$ cat config.mk
export PLATFORM = sky130hd
export DESIGN_NAME = maint_range_splitter
export DESIGN_NICKNAME = d
export VERILOG_FILES = /design/src/rtl/msplit_pkg.sv /design/src/rtl/msplit_edge_prep.sv /design/src/rtl/msplit_chunk_calc.sv /design/src/rtl/msplit_cmd_port.sv /design/src/rtl/maint_range_splitter.sv
export SDC_FILE = /design/constraint.sdc
export NUM_CORES = 1
export LEC_CHECK = 0
export BUFFER_PORTS_ARGS = -buffer_cell sky130_fd_sc_hd__buf_2
export CORE_MARGIN = 5
export CORE_UTILIZATION = 33
export DETAILED_ROUTE_END_ITERATION = 7
export RECOVER_POWER = 100
export SYNTH_ARGS = -nofsm -noshare
export SYNTH_HDL_FRONTEND = slang
export SYNTH_SLANG_ARGS = --single-unit
$ cat constraint.sdc
create_clock -name clk -period 7.5 [get_ports clk]
set_input_delay 1.125 -clock clk [delete_from_list [all_inputs] [get_ports clk]]
set_output_delay 1.125 -clock clk [all_outputs]
set_load 0.01 [all_outputs]
$ cat src/rtl/msplit_pkg.sv
package msplit_pkg;
  localparam logic [1:0] OP_INV   = 2'd0;
  localparam logic [1:0] OP_CLEAN = 2'd1;
  localparam logic [1:0] OP_FLUSH = 2'd2;

  localparam logic [1:0] CK_LINE  = 2'd0;
  localparam logic [1:0] CK_CLEAN = 2'd1;
  localparam logic [1:0] CK_INV   = 2'd2;

  typedef enum logic {ST_IDLE, ST_RUN} msplit_state_e;
endpackage

$ cat src/rtl/msplit_edge_prep.sv
module msplit_edge_prep #(
  parameter int AW = 32,
  parameter int LINE_BYTES = 32
) (
  input  logic [1:0]    op,
  input  logic [AW-1:0] start_addr,
  input  logic [AW-1:0] end_addr,
  output logic          head_need,
  output logic [AW-1:0] head_addr,
  output logic          tail_need,
  output logic [AW-1:0] tail_addr,
  output logic [AW:0]   walk_lo,
  output logic [AW:0]   walk_hi
);
  import msplit_pkg::*;

  localparam int LB = $clog2(LINE_BYTES);
  localparam logic [AW:0] LINE_W = (AW+1)'(LINE_BYTES);

  logic [AW-1:0] s_down, e_down;
  logic          s_off, e_off;
  logic [AW:0]   e_up;
  logic [AW:0]   inv_lo;

  assign s_off  = |start_addr[LB-1:0];
  assign e_off  = |end_addr[LB-1:0];
  assign s_down = {start_addr[AW-1:LB], {LB{1'b0}}};
  assign e_down = {end_addr[AW-1:LB], {LB{1'b0}}};
  assign e_up   = {1'b0, e_down} + (e_off ? LINE_W : '0);
  assign inv_lo = s_off ? ({1'b0, s_down} + LINE_W) : {1'b0, start_addr};

  assign head_addr = s_down;
  assign tail_addr = e_down;

  always_comb begin
    if (op == OP_INV) begin
      head_need = s_off;
      tail_need = (inv_lo < {1'b0, end_addr}) && e_off;
      walk_lo   = inv_lo;
      walk_hi   = {1'b0, e_down};
    end else begin
      head_need = 1'b0;
      tail_need = 1'b0;
      walk_lo   = {1'b0, s_down};
      walk_hi   = e_up;
    end
  end
endmodule

$ cat src/rtl/msplit_chunk_calc.sv
module msplit_chunk_calc #(
  parameter int AW = 32,
  parameter int LINE_BYTES = 32,
  parameter int MAX_CHUNK_BYTES = 1024,
  parameter int PAGE_BYTES = 4096
) (
  input  logic [AW:0]   cur,
  input  logic [AW:0]   lim,
  output logic [AW:0]   chunk_end,
  output logic [AW-1:0] last_addr
);
  localparam logic [AW:0]   PAGE_MASK = (AW+1)'(PAGE_BYTES - 1);
  localparam logic [AW:0]   MAX_W     = (AW+1)'(MAX_CHUNK_BYTES);
  localparam logic [AW-1:0] LINE_A    = AW'(LINE_BYTES);

  logic [AW:0] page_next;
  logic [AW:0] bound;

  assign page_next = (cur | PAGE_MASK) + 1'b1;

  generate
    if (MAX_CHUNK_BYTES < PAGE_BYTES) begin : g_cap
      logic [AW:0] cap;
      assign cap   = cur + MAX_W;
      assign bound = (cap < page_next) ? cap : page_next;
    end else begin : g_page_only
      assign bound = page_next;
    end
  endgenerate

  assign chunk_end = (lim < bound) ? lim : bound;
  assign last_addr = chunk_end[AW-1:0] - LINE_A;
endmodule

$ cat src/rtl/msplit_cmd_port.sv
module msplit_cmd_port #(
  parameter int AW = 32
) (
  input  logic          clk,
  input  logic          rst,
  input  logic          load,
  input  logic [1:0]    load_kind,
  input  logic [AW-1:0] load_addr,
  input  logic [AW-1:0] load_last,
  output logic          cmd_valid,
  input  logic          cmd_ready,
  output logic [1:0]    cmd_kind,
  output logic [AW-1:0] cmd_addr,
  output logic [AW-1:0] cmd_last,
  input  logic          cmd_done,
  output logic          busy
);
  logic wait_q;

  always_ff @(posedge clk) begin
    if (rst) begin
      cmd_valid <= 1'b0;
      wait_q    <= 1'b0;
      cmd_kind  <= '0;
      cmd_addr  <= '0;
      cmd_last  <= '0;
    end else begin
      if (load) begin
        cmd_valid <= 1'b1;
        cmd_kind  <= load_kind;
        cmd_addr  <= load_addr;
        cmd_last  <= load_last;
      end else if (cmd_valid && cmd_ready) begin
        cmd_valid <= 1'b0;
        wait_q    <= 1'b1;
      end else if (wait_q && cmd_done) begin
        wait_q    <= 1'b0;
      end
    end
  end

  assign busy = cmd_valid | wait_q;

  AST_CMD_HOLD: assert property (@(posedge clk) disable iff (rst)
    cmd_valid && !cmd_ready |=> cmd_valid && $stable(cmd_kind) && $stable(cmd_addr) && $stable(cmd_last));
  AST_WAIT_DONE: assert property (@(posedge clk) disable iff (rst)
    wait_q && !cmd_done |=> !cmd_valid);
  AST_NO_LOAD_BUSY: assert property (@(posedge clk) disable iff (rst)
    load |-> !busy);
endmodule

$ cat src/rtl/maint_range_splitter.sv
module maint_range_splitter #(
  parameter int AW = 32,
  parameter int LINE_BYTES = 32,
  parameter int MAX_CHUNK_BYTES = 1024,
  parameter int PAGE_BYTES = 4096
) (
  input  logic          clk,
  input  logic          rst,
  input  logic          req_valid,
  output logic          req_ready,
  input  logic [1:0]    req_op,
  input  logic          req_wt_override,
  input  logic [AW-1:0] req_start,
  input  logic [AW-1:0] req_end,
  output logic          cmd_valid,
  input  logic          cmd_ready,
  output logic [1:0]    cmd_kind,
  output logic [AW-1:0] cmd_addr,
  output logic [AW-1:0] cmd_last,
  input  logic          cmd_done,
  output logic          barrier
);
  import msplit_pkg::*;

  localparam int LB = $clog2(LINE_BYTES);
  localparam int PB = $clog2(PAGE_BYTES);
  localparam logic [AW-1:0] SPAN_MAX = AW'(MAX_CHUNK_BYTES - LINE_BYTES);

  msplit_state_e state_q;
  logic [1:0]    op_q;
  logic          wt_q;
  logic          head_q, tail_q, half_q, bar_q;
  logic [AW-1:0] haddr_q, taddr_q;
  logic [AW:0]   cur_q, lim_q;

  logic          e_head, e_tail;
  logic [AW-1:0] e_haddr, e_taddr;
  logic [AW:0]   e_lo, e_hi;
  logic [AW:0]   c_end;
  logic [AW-1:0] c_last;
  logic          port_busy;

  logic          ld;
  logic [1:0]    ld_kind;
  logic [AW-1:0] ld_addr, ld_last;
  logic          do_adv, do_half, finish;

  msplit_edge_prep #(.AW(AW), .LINE_BYTES(LINE_BYTES)) u_edge (
    .op(req_op), .start_addr(req_start), .end_addr(req_end),
    .head_need(e_head), .head_addr(e_haddr),
    .tail_need(e_tail), .tail_addr(e_taddr),
    .walk_lo(e_lo), .walk_hi(e_hi)
  );

  msplit_chunk_calc #(.AW(AW), .LINE_BYTES(LINE_BYTES),
                      .MAX_CHUNK_BYTES(MAX_CHUNK_BYTES), .PAGE_BYTES(PAGE_BYTES)) u_chunk (
    .cur(cur_q), .lim(lim_q), .chunk_end(c_end), .last_addr(c_last)
  );

  msplit_cmd_port #(.AW(AW)) u_port (
    .clk(clk), .rst(rst),
    .load(ld), .load_kind(ld_kind), .load_addr(ld_addr), .load_last(ld_last),
    .cmd_valid(cmd_valid), .cmd_ready(cmd_ready),
    .cmd_kind(cmd_kind), .cmd_addr(cmd_addr), .cmd_last(cmd_last),
    .cmd_done(cmd_done), .busy(port_busy)
  );

  // next-command selection: head line, tail line, then chunks
  always_comb begin
    ld      = 1'b0;
    ld_kind = CK_LINE;
    ld_addr = '0;
    ld_last = '0;
    do_adv  = 1'b0;
    do_half = 1'b0;
    finish  = 1'b0;
    if (state_q == ST_RUN && !port_busy) begin
      if (head_q) begin
        ld      = 1'b1;
        ld_addr = haddr_q;
        ld_last = haddr_q;
      end else if (tail_q) begin
        ld      = 1'b1;
        ld_addr = taddr_q;
        ld_last = taddr_q;
      end else if (cur_q < lim_q) begin
        ld      = 1'b1;
        ld_addr = cur_q[AW-1:0];
        ld_last = c_last;
        if (op_q == OP_CLEAN) begin
          ld_kind = CK_CLEAN;
          do_adv  = 1'b1;
        end else if (op_q == OP_FLUSH && !wt_q && !half_q) begin
          ld_kind = CK_CLEAN;
          do_half = 1'b1;
        end else begin
          ld_kind = CK_INV;
          do_adv  = 1'b1;
        end
      end else begin
        finish = 1'b1;
      end
    end
  end

  always_ff @(posedge clk) begin
    if (rst) begin
      state_q <= ST_IDLE;
      op_q    <= OP_INV;
      wt_q    <= 1'b0;
      head_q  <= 1'b0;
      tail_q  <= 1'b0;
      half_q  <= 1'b0;
      bar_q   <= 1'b0;
      haddr_q <= '0;
      taddr_q <= '0;
      cur_q   <= '0;
      lim_q   <= '0;
    end else begin
      bar_q <= 1'b0;
      case (state_q)
        ST_IDLE: begin
          if (req_valid) begin
            if (req_start == req_end) begin
              bar_q <= 1'b1;
            end else begin
              state_q <= ST_RUN;
              op_q    <= req_op;
              wt_q    <= req_wt_override;
              head_q  <= e_head;
              tail_q  <= e_tail;
              haddr_q <= e_haddr;
              taddr_q <= e_taddr;
              half_q  <= 1'b0;
              cur_q   <= e_lo;
              lim_q   <= (req_op == OP_CLEAN && req_wt_override) ? e_lo : e_hi;
            end
          end
        end
        default: begin
          if (ld && head_q)      head_q <= 1'b0;
          else if (ld && tail_q) tail_q <= 1'b0;
          if (do_half) half_q <= 1'b1;
          if (do_adv) begin
            half_q <= 1'b0;
            cur_q  <= c_end;
          end
          if (finish) begin
            bar_q   <= 1'b1;
            state_q <= ST_IDLE;
          end
        end
      endcase
    end
  end

  assign req_ready = (state_q == ST_IDLE);
  assign barrier   = bar_q;

  AST_READY_QUIET: assert property (@(posedge clk) disable iff (rst)
    req_ready |-> !cmd_valid);
  AST_CHUNK_PAGE: assert property (@(posedge clk) disable iff (rst)
    cmd_valid && cmd_kind != CK_LINE |-> cmd_addr[AW-1:PB] == cmd_last[AW-1:PB]);
  AST_CHUNK_SIZE: assert property (@(posedge clk) disable iff (rst)
    cmd_valid && cmd_kind != CK_LINE |-> cmd_last >= cmd_addr && (cmd_last - cmd_addr) <= SPAN_MAX);
  AST_LINE_SINGLE: assert property (@(posedge clk) disable iff (rst)
    cmd_valid && cmd_kind == CK_LINE |-> cmd_addr == cmd_last);
  AST_ALIGNED: assert property (@(posedge clk) disable iff (rst)
    cmd_valid |-> cmd_addr[LB-1:0] == '0 && cmd_last[LB-1:0] == '0);
  AST_WT_NO_CLEAN: assert property (@(posedge clk) disable iff (rst)
    cmd_valid && wt_q |-> cmd_kind != CK_CLEAN);
  AST_BAR_QUIET: assert property (@(posedge clk) disable iff (rst)
    barrier |-> !cmd_valid);
  AST_BAR_PULSE: assert property (@(posedge clk) disable iff (rst)
    barrier && !(req_valid && req_start == req_end) |=> !barrier);
  AST_KIND_LEGAL: assert property (@(posedge clk) disable iff (rst)
    cmd_valid |-> cmd_kind != 2'd3);
endmodule

==> summary.md <==
| Metric | Value |
|---|---|
| Status | `finished with violations` |
| Violated checks | `capacitance limit, slew limit` |
| Highest Signal Layer | `met4` |
| Crit end category | `flop` |
| Synth Warn # | `0` |
| Measured slew at the worst slew-check pin | `3340 ps` |
| Crit-path most repeated cell | `buf_4` |
| IR Drop Worst-Case VDD | `0.180 mV` |
| Ranking of synthesized cells by area | `dfxtp_1 (26%), ha_1 (9.5%), mux2i_1 (7.5%), nor2_1 (6.6%), xnor2_1 (5.0%)` |
| Largest net degree at the start of global routing | `108` |
| Total Routing Usage GR | `26.2%` |
| Final Slew Violations | `125` |
| Met3 routed WL | `5580 um` |
| Yosys top cell by area | `dfxtp_1` |
| Vias in the first global route | `14800` |
| Drt wl/cell | `25.2 um` |
| CTS sink cnt | `196` |
| Pleak | `7.09 nW` |
| Die area | `50500 um2` |
| Placement Cell Area | `17000 um2` |
| Util after Layout | `38.6%` |
| R2R cell count | `30` |
| Vias/cell | `5.82` |
| Fmax | `0.137 GHz` |
| Die height | `225 um` |
| Boundary Pins | `141` |
| Clock skew | `24.4 ps` |
| CP endpoint | `u_port.cmd_last[24]$_SDFFE_PP0P_` |
| R2R Setup Slk | `190 ps` |
| Pwr per Cell Area | `244 nW/um2` |
| Final-report setup violation count | `0` |
| TritonCTS Buffers | `17` |
| Slowest stage delay, CP | `520 ps` |
| Final worst setup slack | `194 ps` |
| Clk slew on worst S/H paths | `90 ps` |
| Gp weighted congestion | `0.998` |
| RSZ-0062 raised after global routing | `yes` |
| Total Wirelength | `68800 um` |
| Critical Path Source Type | `flop` |
| DR iter-0 viols | `1952` |
| Final hold violations | `0` |
| First-pass GRT wire length | `99700 um` |
| Initial antenna violation count | `3` |
| DP HPWL | `54600 um` |
| Clk_lat worst skew | `470 ps` |
| Final Cell Area | `17600 um2` |
| Post-synthesis cell area | `15200 um2` |
| # nets final | `2302` |
| Hold Crit Start | `u_port.cmd_last[8]$_SDFFE_PP0P_` |
| Max Cap Viol | `3` |
| Share of layout cells above drive strength 1 | `13.1%` |
| ANT nets after route | `0` |
| Fin crit share | `97.4%` |
| CP startpoint | `cur_q[14]$_SDFFE_PP0P_` |
| Mapped Avg Cell Area | `7.66 um2` |
| H-tree depth | `4` |
| CTS Buffer Depth | `2` |
| Critical Path AT | `7670 ps` |
| Initial core utilization | `33.4%` |
| Top cell type's share of synthesized area | `25.8%` |
| Via count | `15900` |
| Slew headroom | `-125%` |
| Mapped Cells | `1985` |
| DRT Pass-1 Iters | `8` |
| Top_reg_cell synth | `dfxtp_1` |
| Layout area overhead | `15.6%` |
| Most frequent cell after synthesis | `nor2_1` |
| Pre-CTS WS | `-22.9 ps` |
| Hold-fix buffers, CTS | `0` |
| Root Buffer | `clkbuf_16` |
| Hold Path Class | `reg -> reg` |
| Post-synthesis async set-or-reset flop share | `0%` |
| CTS tree | `built` |
| Worst endpoint required time | `7860 ps` |
| Top post-synthesis cells by count | `nor2_1 (266), dfxtp_1 (196), nand2_1 (183), a21oi_1 (150), ha_1 (116)` |
| Core area | `45500 um2` |
| Number of flops mapped to enable cells by yosys | `0` |
| I/O Buffers | `140` |
| Reg2reg end | `u_port.cmd_last[24]$_SDFFE_PP0P_` |
| Reg2reg start | `cur_q[14]$_SDFFE_PP0P_` |
| Met2 WL | `30100 um` |
| Post-Route M1 WL | `30200 um` |
| Synth cell types | `79` |
| Sequential share of the synthesized area | `25.8%` |
| Critical-path maximum fanout | `11` |
| Crit Path Class | `reg -> reg` |
| Die width | `225 um` |
| DRC Markers | `0` |
| Fillers | `4836` |
| Row Count | `78` |
| Slowest cell on crit path | `a311oi_1` |
| FF+latch count, synth | `196` |
| Min Clock Period, post-route | `7310 ps` |
| Grt ovf | `0` |
critical path, delay by kind of cell, from the launching register on:
kind                     cells  cell delay [ps]
AO/OA/AOI/OAI               11             2770
XOR/XNOR                     1              260
adder cells (fa/ha/maj)      2              600
buffers and inverters        6             1140
flip-flops                   1              390
AND/OR/NAND/NOR             10             2020
power breakdown:
part / total [mW] / leakage, nW / internal, mW / switching [mW]
combinational: 2.14 / 5.21 / 0.821 / 1.32
clock: 0.929 / 0.275 / 0.442 / 0.487
sequential: 1.22 / 1.60 / 1.12 / 0.0982
through the flow:
step	power, mW	setup TNS [ps]	cells	hold slack [ps]
4_1_cts	4.22	0	2725	457
5_1_grt	4.47	-27.7	2726	481
3_3_place_gp	3.30	0	2694	443
2_1_floorplan	2.41	0	1988	451
3_5_place_dp	3.29	-38.2	2694	446
6_report	4.28	0	2727	458
state kept, by name (all words and copies together) (netlist names), 2 cells and up:
signal           count
haddr_q             27
u_port.cmd_addr     32
lim_q               33
taddr_q             27
cur_q               33
u_port.cmd_last     32
u_port.cmd_kind      2
op_q                 2
metal layers:
layer	global-route usage (%)	vias to the layer above
met3	3.63	129
met5	0	-
met1	37.5	7715
met4	10.1	0
li1	-	7252
met2	39.9	786
area by class of cell:
cell class	instances	area [um2]	area share [%]
Antenna cell	1	2.50	0.0142
Clock buffer	18	429	2.44
Clock inverter	13	145	0.826
Inverter	83	312	1.77
Multi-Input combinational cell	1560	10500	59.7
Sequential cell	196	3930	22.3
Tap cell	600	751	4.27
Timing Repair Buffer	256	1510	8.61
worst min-delay path by stage:
stage / end / slack (ps) / cells after the start
floorplan: haddr_q[13]$_SDFFE_PP0P_ / 450 / 2
global placement: u_port.cmd_last[16]$_SDFFE_PP0P_ / 440 / 2
detailed placement: u_port.cmd_last[8]$_SDFFE_PP0P_ / 450 / 2
CTS: u_port.cmd_last[8]$_SDFFE_PP0P_ / 460 / 2
global route: u_port.cmd_addr[5]$_SDFFE_PP0P_ / 480 / 2
finish: u_port.cmd_last[8]$_SDFFE_PP0P_ / 460 / 2
cell usage in the layout (no fill, tap or decap), types with 8 or more instances in the layout:
cell type / instances
buf_4: 111
mux2i_1: 114
dfxtp_1: 195
o32ai_1: 9
a31oi_1: 13
a22oi_1: 18
a21oi_1: 150
nor3_1: 47
xor2_1: 77
nand2b_1: 30
mux2_2: 23
a311oi_1: 10
or3_1: 11
a211oi_1: 13
a21o_1: 23
ha_1: 116
a221oi_1: 12
and3_1: 19
clkbuf_1: 72
nand2_1: 182
and2_1: 12
clkbuf_16: 17
nand4_1: 41
nand3_1: 66
nor2_1: 265
inv_1: 82
buf_2: 69
xnor2_1: 87
o21ai_0: 67
and4_1: 10
nor4_1: 15
o21a_1: 8
what timing repair did:
| action | in CTS | in global routing |
|---|---|---|
| setup buffers | 0 | 1 |
| resized for setup | 1 | 16 |
| pin swaps | 0 | 2 |
| setup endpoints to repair | 7 | 23 |
cell families after synthesis:
| kind of cell | count (synthesis) | synth area share, % |
|---|---|---|
| XOR/XNOR | 165 | 9.51 |
| AND/OR/NAND/NOR | 737 | 22.7 |
| multiplexers | 137 | 9.21 |
| buffers and inverters | 232 | 6.02 |
| flip-flops | 196 | 25.8 |
| adder cells (fa/ha/maj) | 116 | 9.55 |
| other | 1 | 0.0247 |
| AO/OA/AOI/OAI | 401 | 17.2 |
No activity file was read; power rests on OpenSTA's default activity.
